<file path="src/rtl/poke_pkg.sv">
package poke_pkg;
  localparam int BYTE_W = 8;

  localparam logic [7:0] CH_CR   = 8'h0D;
  localparam logic [7:0] CH_SP   = 8'h20;
  localparam logic [7:0] CH_UB   = 8'h42;
  localparam logic [7:0] CH_LB   = 8'h62;
  localparam logic [7:0] CODE_OK = 8'h2A;
  localparam logic [7:0] CODE_BAD = 8'h3F;

  typedef enum logic [2:0] {
    P_IDLE, P_AH, P_AL, P_SEP, P_DH, P_DL, P_END
  } pstate_t;

  // returns {is_hex, nibble}
  function automatic logic [4:0] hex_val(input logic [7:0] c);
    logic [4:0] r;
    r = 5'd0;
    if (c >= 8'h30 && c <= 8'h39)      r = {1'b1, 4'(c - 8'h30)};
    else if (c >= 8'h41 && c <= 8'h46) r = {1'b1, 4'(c - 8'h37)};
    else if (c >= 8'h61 && c <= 8'h66) r = {1'b1, 4'(c - 8'h57)};
    return r;
  endfunction
endpackage

</file>
<file path="src/rtl/poke_parser.sv">
module poke_parser
  import poke_pkg::*;
(
  input  logic              clk,
  input  logic              rst,
  input  logic [7:0]        ch,
  input  logic              ch_en,
  output logic              fire,
  output logic              bad,
  output logic [BYTE_W-1:0] cmd_addr,
  output logic [BYTE_W-1:0] cmd_data
);
  pstate_t     st, st_n;
  logic [4:0]  hv;
  logic        is_hex;
  logic [3:0]  nib;
  logic [7:0]  a_r, d_r;

  assign hv     = hex_val(ch);
  assign is_hex = hv[4];
  assign nib    = hv[3:0];

  always_comb begin
    st_n = st;
    fire = 1'b0;
    bad  = 1'b0;
    if (ch_en) begin
      case (st)
        P_IDLE: if (ch == CH_UB || ch == CH_LB) st_n = P_AH;
        P_AH:   if (is_hex) st_n = P_AL; else bad = 1'b1;
        P_AL:   if (is_hex) st_n = P_SEP; else bad = 1'b1;
        P_SEP:  if (ch == CH_SP) st_n = P_DH;
                else if (is_hex) st_n = P_DL;
                else bad = 1'b1;
        P_DH:   if (is_hex) st_n = P_DL; else bad = 1'b1;
        P_DL:   if (is_hex) st_n = P_END; else bad = 1'b1;
        P_END:  if (ch == CH_CR) begin fire = 1'b1; st_n = P_IDLE; end
                else bad = 1'b1;
        default: st_n = P_IDLE;
      endcase
      if (bad) st_n = P_IDLE;
    end
  end

  always_ff @(posedge clk) begin
    if (rst) begin
      st  <= P_IDLE;
      a_r <= '0;
      d_r <= '0;
    end else begin
      st <= st_n;
      if (ch_en && is_hex) begin
        case (st)
          P_AH:         a_r[7:4] <= nib;
          P_AL:         a_r[3:0] <= nib;
          P_SEP, P_DH:  d_r[7:4] <= nib;
          P_DL:         d_r[3:0] <= nib;
          default: ;
        endcase
      end
    end
  end

  assign cmd_addr = a_r;
  assign cmd_data = d_r;
endmodule

</file>
<file path="src/rtl/poke_seq.sv">
module poke_seq
  import poke_pkg::*;
#(
  parameter int SETUP_CYC = 1,
  parameter int WR_LOW    = 2,
  parameter int UPD_GAP   = 2,
  parameter int UPD_LEN   = 2
)(
  input  logic              clk,
  input  logic              rst,
  input  logic              start,
  input  logic [BYTE_W-1:0] in_addr,
  input  logic [BYTE_W-1:0] in_data,
  output logic [BYTE_W-1:0] bus_addr,
  output logic [BYTE_W-1:0] bus_data,
  output logic              wr_n,
  output logic              upd,
  output logic              busy,
  output logic              last
);
  localparam int WR_BEG = SETUP_CYC;
  localparam int WR_END = SETUP_CYC + WR_LOW;
  localparam int UP_BEG = WR_END + UPD_GAP;
  localparam int UP_END = UP_BEG + UPD_LEN;
  localparam int CW     = $clog2(UP_END + 1);

  logic [CW-1:0] cnt, cnt_n;

  assign cnt_n = cnt + 1'b1;
  assign last  = busy && (cnt_n == CW'(UP_END));

  always_ff @(posedge clk) begin
    if (rst) begin
      bus_addr <= '0;
      bus_data <= '0;
      wr_n     <= 1'b1;
      upd      <= 1'b0;
      busy     <= 1'b0;
      cnt      <= '0;
    end else if (!busy) begin
      if (start) begin
        bus_addr <= in_addr;
        bus_data <= in_data;
        busy     <= 1'b1;
        cnt      <= '0;
      end
    end else begin
      cnt  <= cnt_n;
      wr_n <= !(cnt_n >= CW'(WR_BEG) && cnt_n < CW'(WR_END));
      upd  <= (cnt_n >= CW'(UP_BEG) && cnt_n < CW'(UP_END));
      if (last) busy <= 1'b0;
    end
  end
endmodule

</file>
<file path="src/rtl/cmd_poke_bridge.sv">
module cmd_poke_bridge
  import poke_pkg::*;
#(
  parameter int SETUP_CYC = 1,
  parameter int WR_LOW    = 2,
  parameter int UPD_GAP   = 2,
  parameter int UPD_LEN   = 2
)(
  input  logic       clk,
  input  logic       rst,
  input  logic [7:0] rx_data,
  input  logic       rx_valid,
  output logic [7:0] reg_addr,
  output logic [7:0] reg_data,
  output logic       wr_n,
  output logic       io_upd,
  output logic       busy,
  output logic [7:0] ack_data,
  output logic       ack_valid
);
  logic              fire, bad, last;
  logic [BYTE_W-1:0] p_addr, p_data;

  poke_parser u_parse (
    .clk      (clk),
    .rst      (rst),
    .ch       (rx_data),
    .ch_en    (rx_valid && !busy),
    .fire     (fire),
    .bad      (bad),
    .cmd_addr (p_addr),
    .cmd_data (p_data)
  );

  poke_seq #(
    .SETUP_CYC (SETUP_CYC),
    .WR_LOW    (WR_LOW),
    .UPD_GAP   (UPD_GAP),
    .UPD_LEN   (UPD_LEN)
  ) u_seq (
    .clk      (clk),
    .rst      (rst),
    .start    (fire),
    .in_addr  (p_addr),
    .in_data  (p_data),
    .bus_addr (reg_addr),
    .bus_data (reg_data),
    .wr_n     (wr_n),
    .upd      (io_upd),
    .busy     (busy),
    .last     (last)
  );

  always_ff @(posedge clk) begin
    if (rst) begin
      ack_valid <= 1'b0;
      ack_data  <= '0;
    end else begin
      ack_valid <= bad || last;
      if (bad || last) ack_data <= last ? CODE_OK : CODE_BAD;
    end
  end
endmodule

</file>
<file path="config.mk">
export PLATFORM = sky130hd
export DESIGN_NAME = cmd_poke_bridge
export DESIGN_NICKNAME = d
export VERILOG_FILES = /design/src/rtl/poke_pkg.sv /design/src/rtl/poke_parser.sv /design/src/rtl/poke_seq.sv /design/src/rtl/cmd_poke_bridge.sv
export SDC_FILE = /design/constraint.sdc
export NUM_CORES = 1
export LEC_CHECK = 0
export BUFFER_PORTS_ARGS = -buffer_cell sky130_fd_sc_hd__buf_2
export CORE_AREA = 2 2 72 74
export CTS_BUF_LIST = sky130_fd_sc_hd__clkbuf_4 sky130_fd_sc_hd__clkbuf_8
export CTS_CLUSTER_DIAMETER = 30
export DETAILED_ROUTE_END_ITERATION = 8
export DIE_AREA = 0 0 74 76
export GPL_ROUTABILITY_DRIVEN = 0
export MAX_ROUTING_LAYER = met4
export PLACE_DENSITY = 0.65
export SETUP_SLACK_MARGIN = 0.5
export SLEW_MARGIN = 25
export SYNTH_ARGS = -nofsm -noshare
export SYNTH_HDL_FRONTEND = slang
export SYNTH_SLANG_ARGS = --single-unit
</file>
<file path="constraint.sdc">
create_clock -name clk -period 2.6 [get_ports clk]
set_input_delay 0.52 -clock clk [delete_from_list [all_inputs] [get_ports clk]]
set_output_delay 0.52 -clock clk [all_outputs]
set_load 0.02 [all_outputs]
</file>
# == Word level (Yosys, flattened, before mapping) ==
# Index checks and enable logic that the tools add are counted.
# W data, S select, Z words.
# word_totals
wordCells,93
output_inout_bits,28
register_bits,50
# op_classes
mux,27
n_reduce_logical,22
bitwise_logic,1
n_lt_le_gt_ge,10
n_eq_ne,16
add_sub_neg,4
# op_table
op,count
$mux W3,10
$pmux W3 S7,1
$mux W5,4
$eq A8 B7 Y1 const B,2
$ge A8 B7 Y1 const B,2
$le A8 B7 Y1 const B,2
$ne A3 B1 Y1 const B,5
$eq A3 B3 Y1 const B,4
$mux W1,11
$reduce_and A2 Y1,5
$eq A8 B4 Y1 const B,1
$eq A8 B6 Y1 const B,1
$ge A8 B6 Y1 const B,1
$le A8 B6 Y1 const B,1
$logic_and A1 B1 Y1,8
$sub A4 B3 Y4 const B,2
$eq A3 B2 Y1 const B,2
$reduce_and A6 Y1,1
$reduce_or A4 Y1,1
$sub A4 B1 Y4 const B,1
$add A3 B1 Y3 const B,1
$eq A3 B1 Y1 const B,1
$ge A3 B1 Y1 const B,1
$ge A3 B3 Y1 const B,1
9 further kinds,11

# == Depth between registers and ports, before layout ==
# Gate-level depths: netlist of the first run.
# logic_depth
ltp_word,11
mapped_depth,7
ltp_nobuf,6

# == Hierarchy ==
# From an unflattened synthesis of the first run, not the netlist that was laid out.
# hier_totals
cells_unflattened,245
hier_area_um2,2168.3
# modules_own_cells
module,cells_each,instances,area_per_inst_um2
poke_parser,122,1,1104.8
poke_seq,106,1,913.4
cmd_poke_bridge,17,1,150.1

# == Worst setup path before layout of the first run ==
# OpenSTA, ideal clock, no wires.
# synth_path
kind,input port to flip-flop
from,input rx_data[1]
to,"register u_parse.a_r[7], in the netlist u_parse.cmd_addr[7]"
path_stages,6
arrival_time_ns,2.019
path_slack_ns,0.461
n_path_buf,0
required_time_ns,2.479
setup_ns,0.121
cell_sequence,inv_1 ha_1 nor3b_1 nor3_4 o211ai_1 mux2_2
# synth_via
elab_chain_len,7
# synth_rtl
element,line,rtl
"start, declared",cmd_poke_bridge.sv:11,"input logic [7:0] rx_data,"
$ge A8 B7 Y1 / $le A8 B7 Y1 (equally long branches),poke_pkg.sv:21,"else if (c >= 8'h61 && c <= 8'h66) r = {1'b1, 4'(c - 8'h57)};"
$logic_and A1 B1 Y1,poke_pkg.sv:21,
$mux W5,poke_pkg.sv:21,
$mux W5,poke_pkg.sv:20,"else if (c >= 8'h41 && c <= 8'h46) r = {1'b1, 4'(c - 8'h37)};"
$mux W5 (*),poke_pkg.sv:19,"if (c >= 8'h30 && c <= 8'h39) r = {1'b1, 4'(c - 8'h30)};"
$logic_and A1 B1 Y1,poke_parser.sv:52,if (ch_en && is_hex) begin
$reduce_and A2 Y1 (no source line),-,
"end signal, assigned",poke_parser.sv:54,P_AH: a_r[7:4] <= nib;
"end, declared",poke_parser.sv:17,"logic [7:0] a_r, d_r;"
# Every way passes the cells marked *; elsewhere a longest branch is shown, timed or not.
# A chain may end at the register's enable or synchronous reset.

# == Worst setup path after layout of the first run ==
# layout_path
from,input rx_data[0]
to,"register u_parse.a_r[3], in the netlist u_parse.cmd_addr[3]"
# The elaborated chain is that of the path after synthesis.

==> out/summary.txt, run 1 <==
Status: finished clean
Max_slew headroom: 66.3%
Final wirelength: 4270 um
Async SR Flop Fraction: 0%
Yosys Warn Count: 0
Pins Over Slew Limit: 0
Synth Area in Compound Gates: 11.2%
Commonest non-fill, non-tap cell in the layout: dfxtp_1
Root buffer cell: clkbuf_8
Largest fanout on the critical path: 11
CTS tree: yes
Vias/cell: 5.05
Avg Cell Area, Syn: 9.19 sq um
Residual DRC: 0
Die Y: 76 um
Die Wd: 74 um
Storage cell area: 881 sq um
Placement Rows: 26
Gr ovfl total: 0
Critical Path AT: 2.14 ns
CTS buffer count: 5
Port bufs: 36
Initial core utilization: 43.0%
Core area: 0.00491 sq mm
Period utilization: 74.7%
Core Util, Final: 50.6%
WS Path Type: primary input to flop
FILL cells: 479
Setup crit start: rx_data[0]
Final hold vios: 0
Met1 global-route usage: 21.4%
Setup violators final: 0
Area of the multi-input gates: 0.00112 sq mm
Achievable Freq: 515 MHz
Initial drt markers: 75
CTS clock-pin slew for the worst setup and hold paths: 0.08 ns
GR Util All Layers: 17.2%
Nets: 284
Antenna-violating nets left: 0
Max-cap violations: 0
Critical Path RT: 2.79 ns
Pleak: 0.00120 uW
Post-cts hold buffer count: 0
Full die area: 0.00562 sq mm
Worst setup EP type: flop
Largest family of logic cells by synthesized area: simple AND/OR/NAND/NOR gates
CP Launch Type: primary input
Xor and xnor area share after synthesis: 0.414%
Resize count post-CTS: 0
Vias: 1701
R2r endpoint: u_parse.cmd_data[2]
Wire length of the first global-routing pass: 7440 um
R2r startpoint: u_seq.busy
Area Overhead vs Synth: 17.6%
Clock buffer depth: 2
Setup Skew: 0.00670 ns
GR peak layer: met2
Post-Syn Instances: 230
Skew-Pair Late Insertion Delay: 0.30 ns
Sequential area share after synthesis: 41.7%
RSZ-0062 raised after global routing: no
Reg2Reg Depth: 5
Cell area after synthesis: 0.00211 sq mm
Simple-gate share of the synthesized area: 21.0%
Adder-Cell Fraction of Synth Area: 4.14%
Share of cells above drive strength 1: 22.8%
Pre-Repair DR Iteration Count: 4
Worst Hold Class: flop to flop
CTS Sinks: 44
Vias in the first global route: 1676
Top FF cell, synth: dfxtp_1
Worst hold start: u_seq.upd
# diodes: 0
Most frequent cells in the layout: 44 x dfxtp_1, 36 x buf_2, 29 x mux2i_1
TNS Setup: 0 ns
Post-DP HPWL: 3110 um
Fin crit period: 1.94 ns
PD cells: 506 mW/mm^2
FF-to-FF setup slack: 0.89 ns
Met3 track demand over resource: 4.76%
Initial antenna violation count: 0
Number of synthesized register bits: 44
Drt wl/cell: 12.7 um
Post-synth cell types: 41
Least-Margin Pin Slew: 0.503 ns
Io pins: 39
H-tree Lvls: 2
Post-synth EDFFs: 0
Largest net degree at the start of global routing: 21
WHS Endpoint: u_seq.upd
Hold-critical path depth: 2
Mux cell area share after synthesis: 15.9%
VDD IR max: 0.000446 V
GR Layer Usage met2: 26.9%
[layer usage]
metal	up-vias	part of all wire (%)
li1	871	-
met1	777	46
met2	46	48
met3	7	4.6
met4	0	1.4
met5	-	0
[worst max path at each step]
stage | to | slack (ns) | depth (start not counted)
after global placement | u_parse.cmd_data[7] | 0.30 | 8
after CTS | u_parse.cmd_addr[7] | 0.56 | 8
after floorplan | u_parse.cmd_addr[7] | 0.52 | 7
final | u_parse.cmd_addr[3] | 0.66 | 8
after detailed placement | u_parse.cmd_addr[7] | 0.24 | 8
after global routing | u_parse.cmd_addr[3] | 0.56 | 8
[cells in the mapped netlist, types with 3 or more instances]
library cell   n  area, sq um
ha_1           7         87.6
nand2_1       21         78.8
mux2i_1       29          290
o211ai_1       4         30.0
a211oi_1       5         37.5
nor2b_1        6         37.5
nand2b_1       3         18.8
a21oi_1       13         65.1
mux2_2         4         45.0
buf_4          6         45.0
a31oi_1        3         18.8
clkbuf_1      11         41.3
o21ai_0        4         20.0
nor4b_1        3         26.3
nor3b_1        3         22.5
dfxtp_1       44          881
nor2_1        22         82.6
nand3_1        6         30.0
inv_1          7         26.3
[power by group]
| group | internal (uW) | leakage [uW] | switching, uW |
|---|---|---|---|
| registers | 673 | 0.000354 | 0.229 |
| clock network | 295 | 0.0000586 | 225 |
| logic | 20.5 | 0.000789 | 42.5 |
[worst max-delay path: stages]
cell and delay [ns]:
buf_2 0.14, inv_1 0.07, ha_1 0.21, o21bai_1 0.19, a21oi_1 0.10, buf_4 0.17
o211ai_1 0.35, mux2_2 0.38
[cell type report]
class | count | share of cell area (%)
Clock inverter | 2 | 1.41
Tap cell | 70 | 3.52
Multi-Input combinational cell | 162 | 45.2
Sequential cell | 44 | 35.4
Clock buffer | 6 | 3.07
Timing Repair Buffer | 46 | 10.3
Inverter | 7 | 1.06
[what timing repair did]
| action | 4_1_cts | 5_1_grt |
|---|---|---|
| buffers inserted | 0 | 4 |
| setup endpoints to repair | 0 | 3 |
| hold endpoints to repair | 0 | 0 |
[through the flow]
stage          hold WS [ns]  power [uW]  area [sq um]  setup WS (ns)  instances
2_1_floorplan         0.438         727          2120          0.524        231
3_3_place_gp          0.447         751          2340          0.303        325
3_5_place_dp          0.458         752          2340          0.241        325
4_1_cts               0.469        1270          2460          0.565        333
5_1_grt               0.500        1300          2490          0.559        337
6_report              0.464        1260          2490          0.658        337
[logic make-up after synthesis]
| group | count (synthesis) |
|---|---|
| and+or+nand+nor | 82 |
| DFF | 44 |
| AOI/OAI and AO/OA | 37 |
| muxes | 33 |
| buffers and inverters | 25 |
| adders and majority gates | 7 |
| other | 1 |
| xor gates and xnor gates | 1 |
[flip-flops by register name, indices dropped and copies added, names as in the netlist, 2 cells and up]
name and count:
u_parse.cmd_addr 8, u_parse.cmd_data 8, u_seq.bus_addr 8, u_seq.bus_data 8, u_parse.st 3, u_seq.cnt 3
ack_data 2
Note: power is estimated with default switching activity, not from simulation.
==> run 2, diff against run 1 <==
ABC_AREA = 1   (was not set)
PLACE_DENSITY = 0.68   (was 0.65)
clock period = 1.6 ns   (was 2.6 ns; I/O delays follow)
==> run 2 against run 1 <==
Sequential share of layout area decreased by 7.5 points. Utilization grew 17 points. Setup slack worse by 0.42 ns. Synthesized cell count is 26% higher. Routed wire length grew 34%. Sequential cell count unchanged. Combinational power rose to 11 times the previous value. Via count is 25% higher. Critical endpoint is now u_seq.bus_data[4].
==> out/summary.txt, run 2 <==
Initial drt markers: 148 (+97%)
Post-cts hold buffer count: 0 (unchanged)
Full die area: 0.00562 sq mm (unchanged)
Post-layout instance area: 0.00334 sq mm (+34%)
Achievable Freq: 732 MHz
Share of cells above drive strength 1: 53.5% (+31 points)
Pleak: 0.00143 uW (+19%)
Worst Hold Class: primary input to flop
Async SR Flop Fraction: 0% (unchanged)
Area Overhead vs Synth: 57.1%
Avg Cell Area, Syn: 7.33 sq um (-20%)
Worst setup EP type: flop
Initial antenna violation count: 0 (unchanged)
Clock buffer depth: 2 (unchanged)
CTS clock-pin slew for the worst setup and hold paths: 0.08 ns (about the same)
Sequential area share after synthesis: 41.4% (-0.25 points)
Die Wd: 74 um (unchanged)
Post-synth cell types: 34 (-17%)
Slowest stage delay, CP: 0.23 ns (-0.15 ns)
Core area: 0.00491 sq mm (unchanged)
CP most frequent cell: buf_12
TNS Setup: 0 ns (unchanged)
PD cells: 762 mW/mm^2 (+51%)
Storage cell area: 932 sq um (+5.8%)
Max-cap violations: 0 (unchanged)
Cell area after synthesis: 0.00213 sq mm (+0.59%)
Status: finished clean
Initial core utilization: 43.3% (+0.25 points)
Placement Rows: 26 (unchanged)
CTS buffer count: 5 (unchanged)
Vias/cell: 4.94 (-2.1%)
Final hold vios: 0 (unchanged)
Top cell type's share of synthesized area: 41.4% (-0.25 points)
Io pins: 39 (unchanged)
FILL cells: 369 (-23%)
Gr ovfl total: 0 (unchanged)
Setup violators final: 0 (unchanged)
Area after DPL: 0.00257 sq mm (+9.6%)
Critical Path AT: 1.58 ns (-0.56 ns)
Largest area contributor in the netlist: dfxtp_1
Fin crit period: 1.37 ns
CP Launch Type: primary input
RSZ-0062 raised after global routing: yes
Most frequent cells in the layout: 41 x nand2_1, 37 x buf_4, 28 x nor2_1
Top-count cell post-synth: nand2_1
VDD IR max: 0.000499 V (+12%)
Worst hold start: rst
GR Util All Layers: 19.4% (+2.2 points)
Antenna-violating nets left: 0 (unchanged)
Setup Skew: 0.00695 ns (+0.000245 ns)
Top FF cell, synth: dfxtp_1
Setup crit start: rx_data[1]
Die Y: 76 um (unchanged)
Hold WS: 0.423 ns (-0.0406 ns)
CTS Sinks: 44 (unchanged)
Final WS setup: 0.234 ns (-0.424 ns)
Residual DRC: 0 (unchanged)
Largest fanout on the critical path: 5 (-6)
Number of synthesized register bits: 44 (unchanged)
Commonest non-fill, non-tap cell in the layout: nand2_1
Crit path max-delay cell type: nor3_4
Port bufs: 36 (unchanged)
Worst-path cell chain: buf_12 -> inv_12 -> ha_4 -> inv_4 -> nor2_4 -> nand3_4 -> nor3_4 -> buf_12 -> buf_12 -> nor2_4 -> a211oi_2
Skew-Pair Late Insertion Delay: 0.29 ns (about the same)
Pre-Repair DR Iteration Count: 4 (unchanged)
Top cells by area, synth: dfxtp_1 41%, nand2_1 9.7%, nor2_1 5.6%, a21oi_1 5.4%, inv_1 4.8%
Vias: 2129 (+25%)
Core Util, Final: 68.0% (+17 points)
Area of the multi-input gates: 0.00134 sq mm (+19%)
Root buffer cell: clkbuf_8
# diodes: 0 (unchanged)
H-tree Lvls: 2 (unchanged)
Period utilization: 85.4%
Post-DP HPWL: 3370 um (+8.4%)
WS Path Type: primary input to flop
CTS tree: yes
Largest net degree at the start of global routing: 28 (+33%)
Post-synth top cells: 55 x nand2_1, 44 x dfxtp_1, 32 x nor2_1
Wire length of the first global-routing pass: 8650 um (+16%)
Post-synth EDFFs: 0 (unchanged)
Critical Path RT: 1.82 ns (-0.97 ns)
Pre-CTS WS: -0.0993 ns (-0.340 ns)
Drt wl/cell: 13.3 um (+4.9%)
Nets: 379 (+33%)
Yosys Warn Count: 0 (unchanged)
Final wirelength: 5730 um (+34%)
Post-Syn Instances: 290 (+26%)
Pins Over Slew Limit: 0 (unchanged)
Vias in the first global route: 1966 (+17%)
R2r startpoint: u_parse.st[1]
-- run 2: cell count changes in the layout (fill, tap and decap cells not counted), moves of 17 or more --
cell | before | now
buf_2 | 36 | 9
o21ai_1 | 0 | 18
buf_6 | 0 | 21
mux2i_1 | 29 | 0
buf_4 | 10 | 37
dfxtp_1 | 44 | 19
dfxtp_2 | 0 | 17
nand2_1 | 21 | 41
-- run 2: worst max-delay path, delay by kind of cell --
family / cells / cell delay (ns)
AOI/OAI and AO/OA: 1 / 0.18
adders and majority gates: 1 / 0.14
buffers and inverters: 5 / 0.47
and+or+nand+nor: 4 / 0.47
-- run 2: routing by layer --
metal | up-vias | global-route usage (%) | part of all wire (%)
li1 | 1078 | - | -
met1 | 989 | 24.5 | 42
met2 | 58 | 32.0 | 54
met3 | 4 | 2.65 | 3.3
met4 | 0 | 5.64 | 0.87
met5 | - | - | 0
-- run 2: kinds of logic (layout without fill, tap and decap cells) --
| family | Yosys count | after routing | share of synthesized area [%] |
|---|---|---|---|
| other cells | 1 | 2 | 0.176 |
| fa+ha+maj | 7 | 7 | 4.12 |
| flops | 44 | 44 | 41.4 |
| simple gates | 131 | 132 | 29.5 |
| buf+inv | 46 | 115 | 9.59 |
| xor+xnor | 1 | 1 | 0.412 |
| compound gates | 60 | 60 | 14.8 |
-- run 2: final timing paths --
| path | endpoint | slack, ns | depth (start not counted) |
|---|---|---|---|
| max | u_seq.bus_data[4] | 0.23 | 11 |
| min | u_parse.cmd_data[4] | 0.42 | 4 |
| max reg2reg | u_seq.bus_data[4] | 0.26 | 7 |
| min reg2reg | u_parse.cmd_data[5] | 0.47 | 2 |
-- run 2: power by group --
| part | switching, uW | internal (uW) |
|---|---|---|
| clock | 355 | 296 |
| sequential | 56.0 | 1140 |
| combinational | 393 | 307 |
| total | 804 | 1740 |
-- run 2: what timing repair did --
item,CTS,global route
pin swaps,29,37
buffers inserted,11,11
gates cloned,1,2
setup endpoints to repair,67,69
gates resized for setup,66,84
-- run 2: final cells by class --
type / count / share of cell area (%)
clock buffer: 5 / 2.06
clock inverter: 2 / 0.374
inverter: 33 / 5.43
multi-input combinational: 202 / 39.9
sequential: 44 / 27.9
tap: 70 / 2.62
timing repair buffer: 75 / 21.7
-- run 2: stage by stage --
| step | power, uW | instances |
|---|---|---|
| 4_1_cts | 2430 | 418 |
| 5_1_grt | 2660 | 431 |
| 6_report | 2550 | 431 |
| 2_1_floorplan | 1560 | 291 |
| 3_3_place_gp | 1680 | 399 |
| 3_5_place_dp | 1680 | 399 |
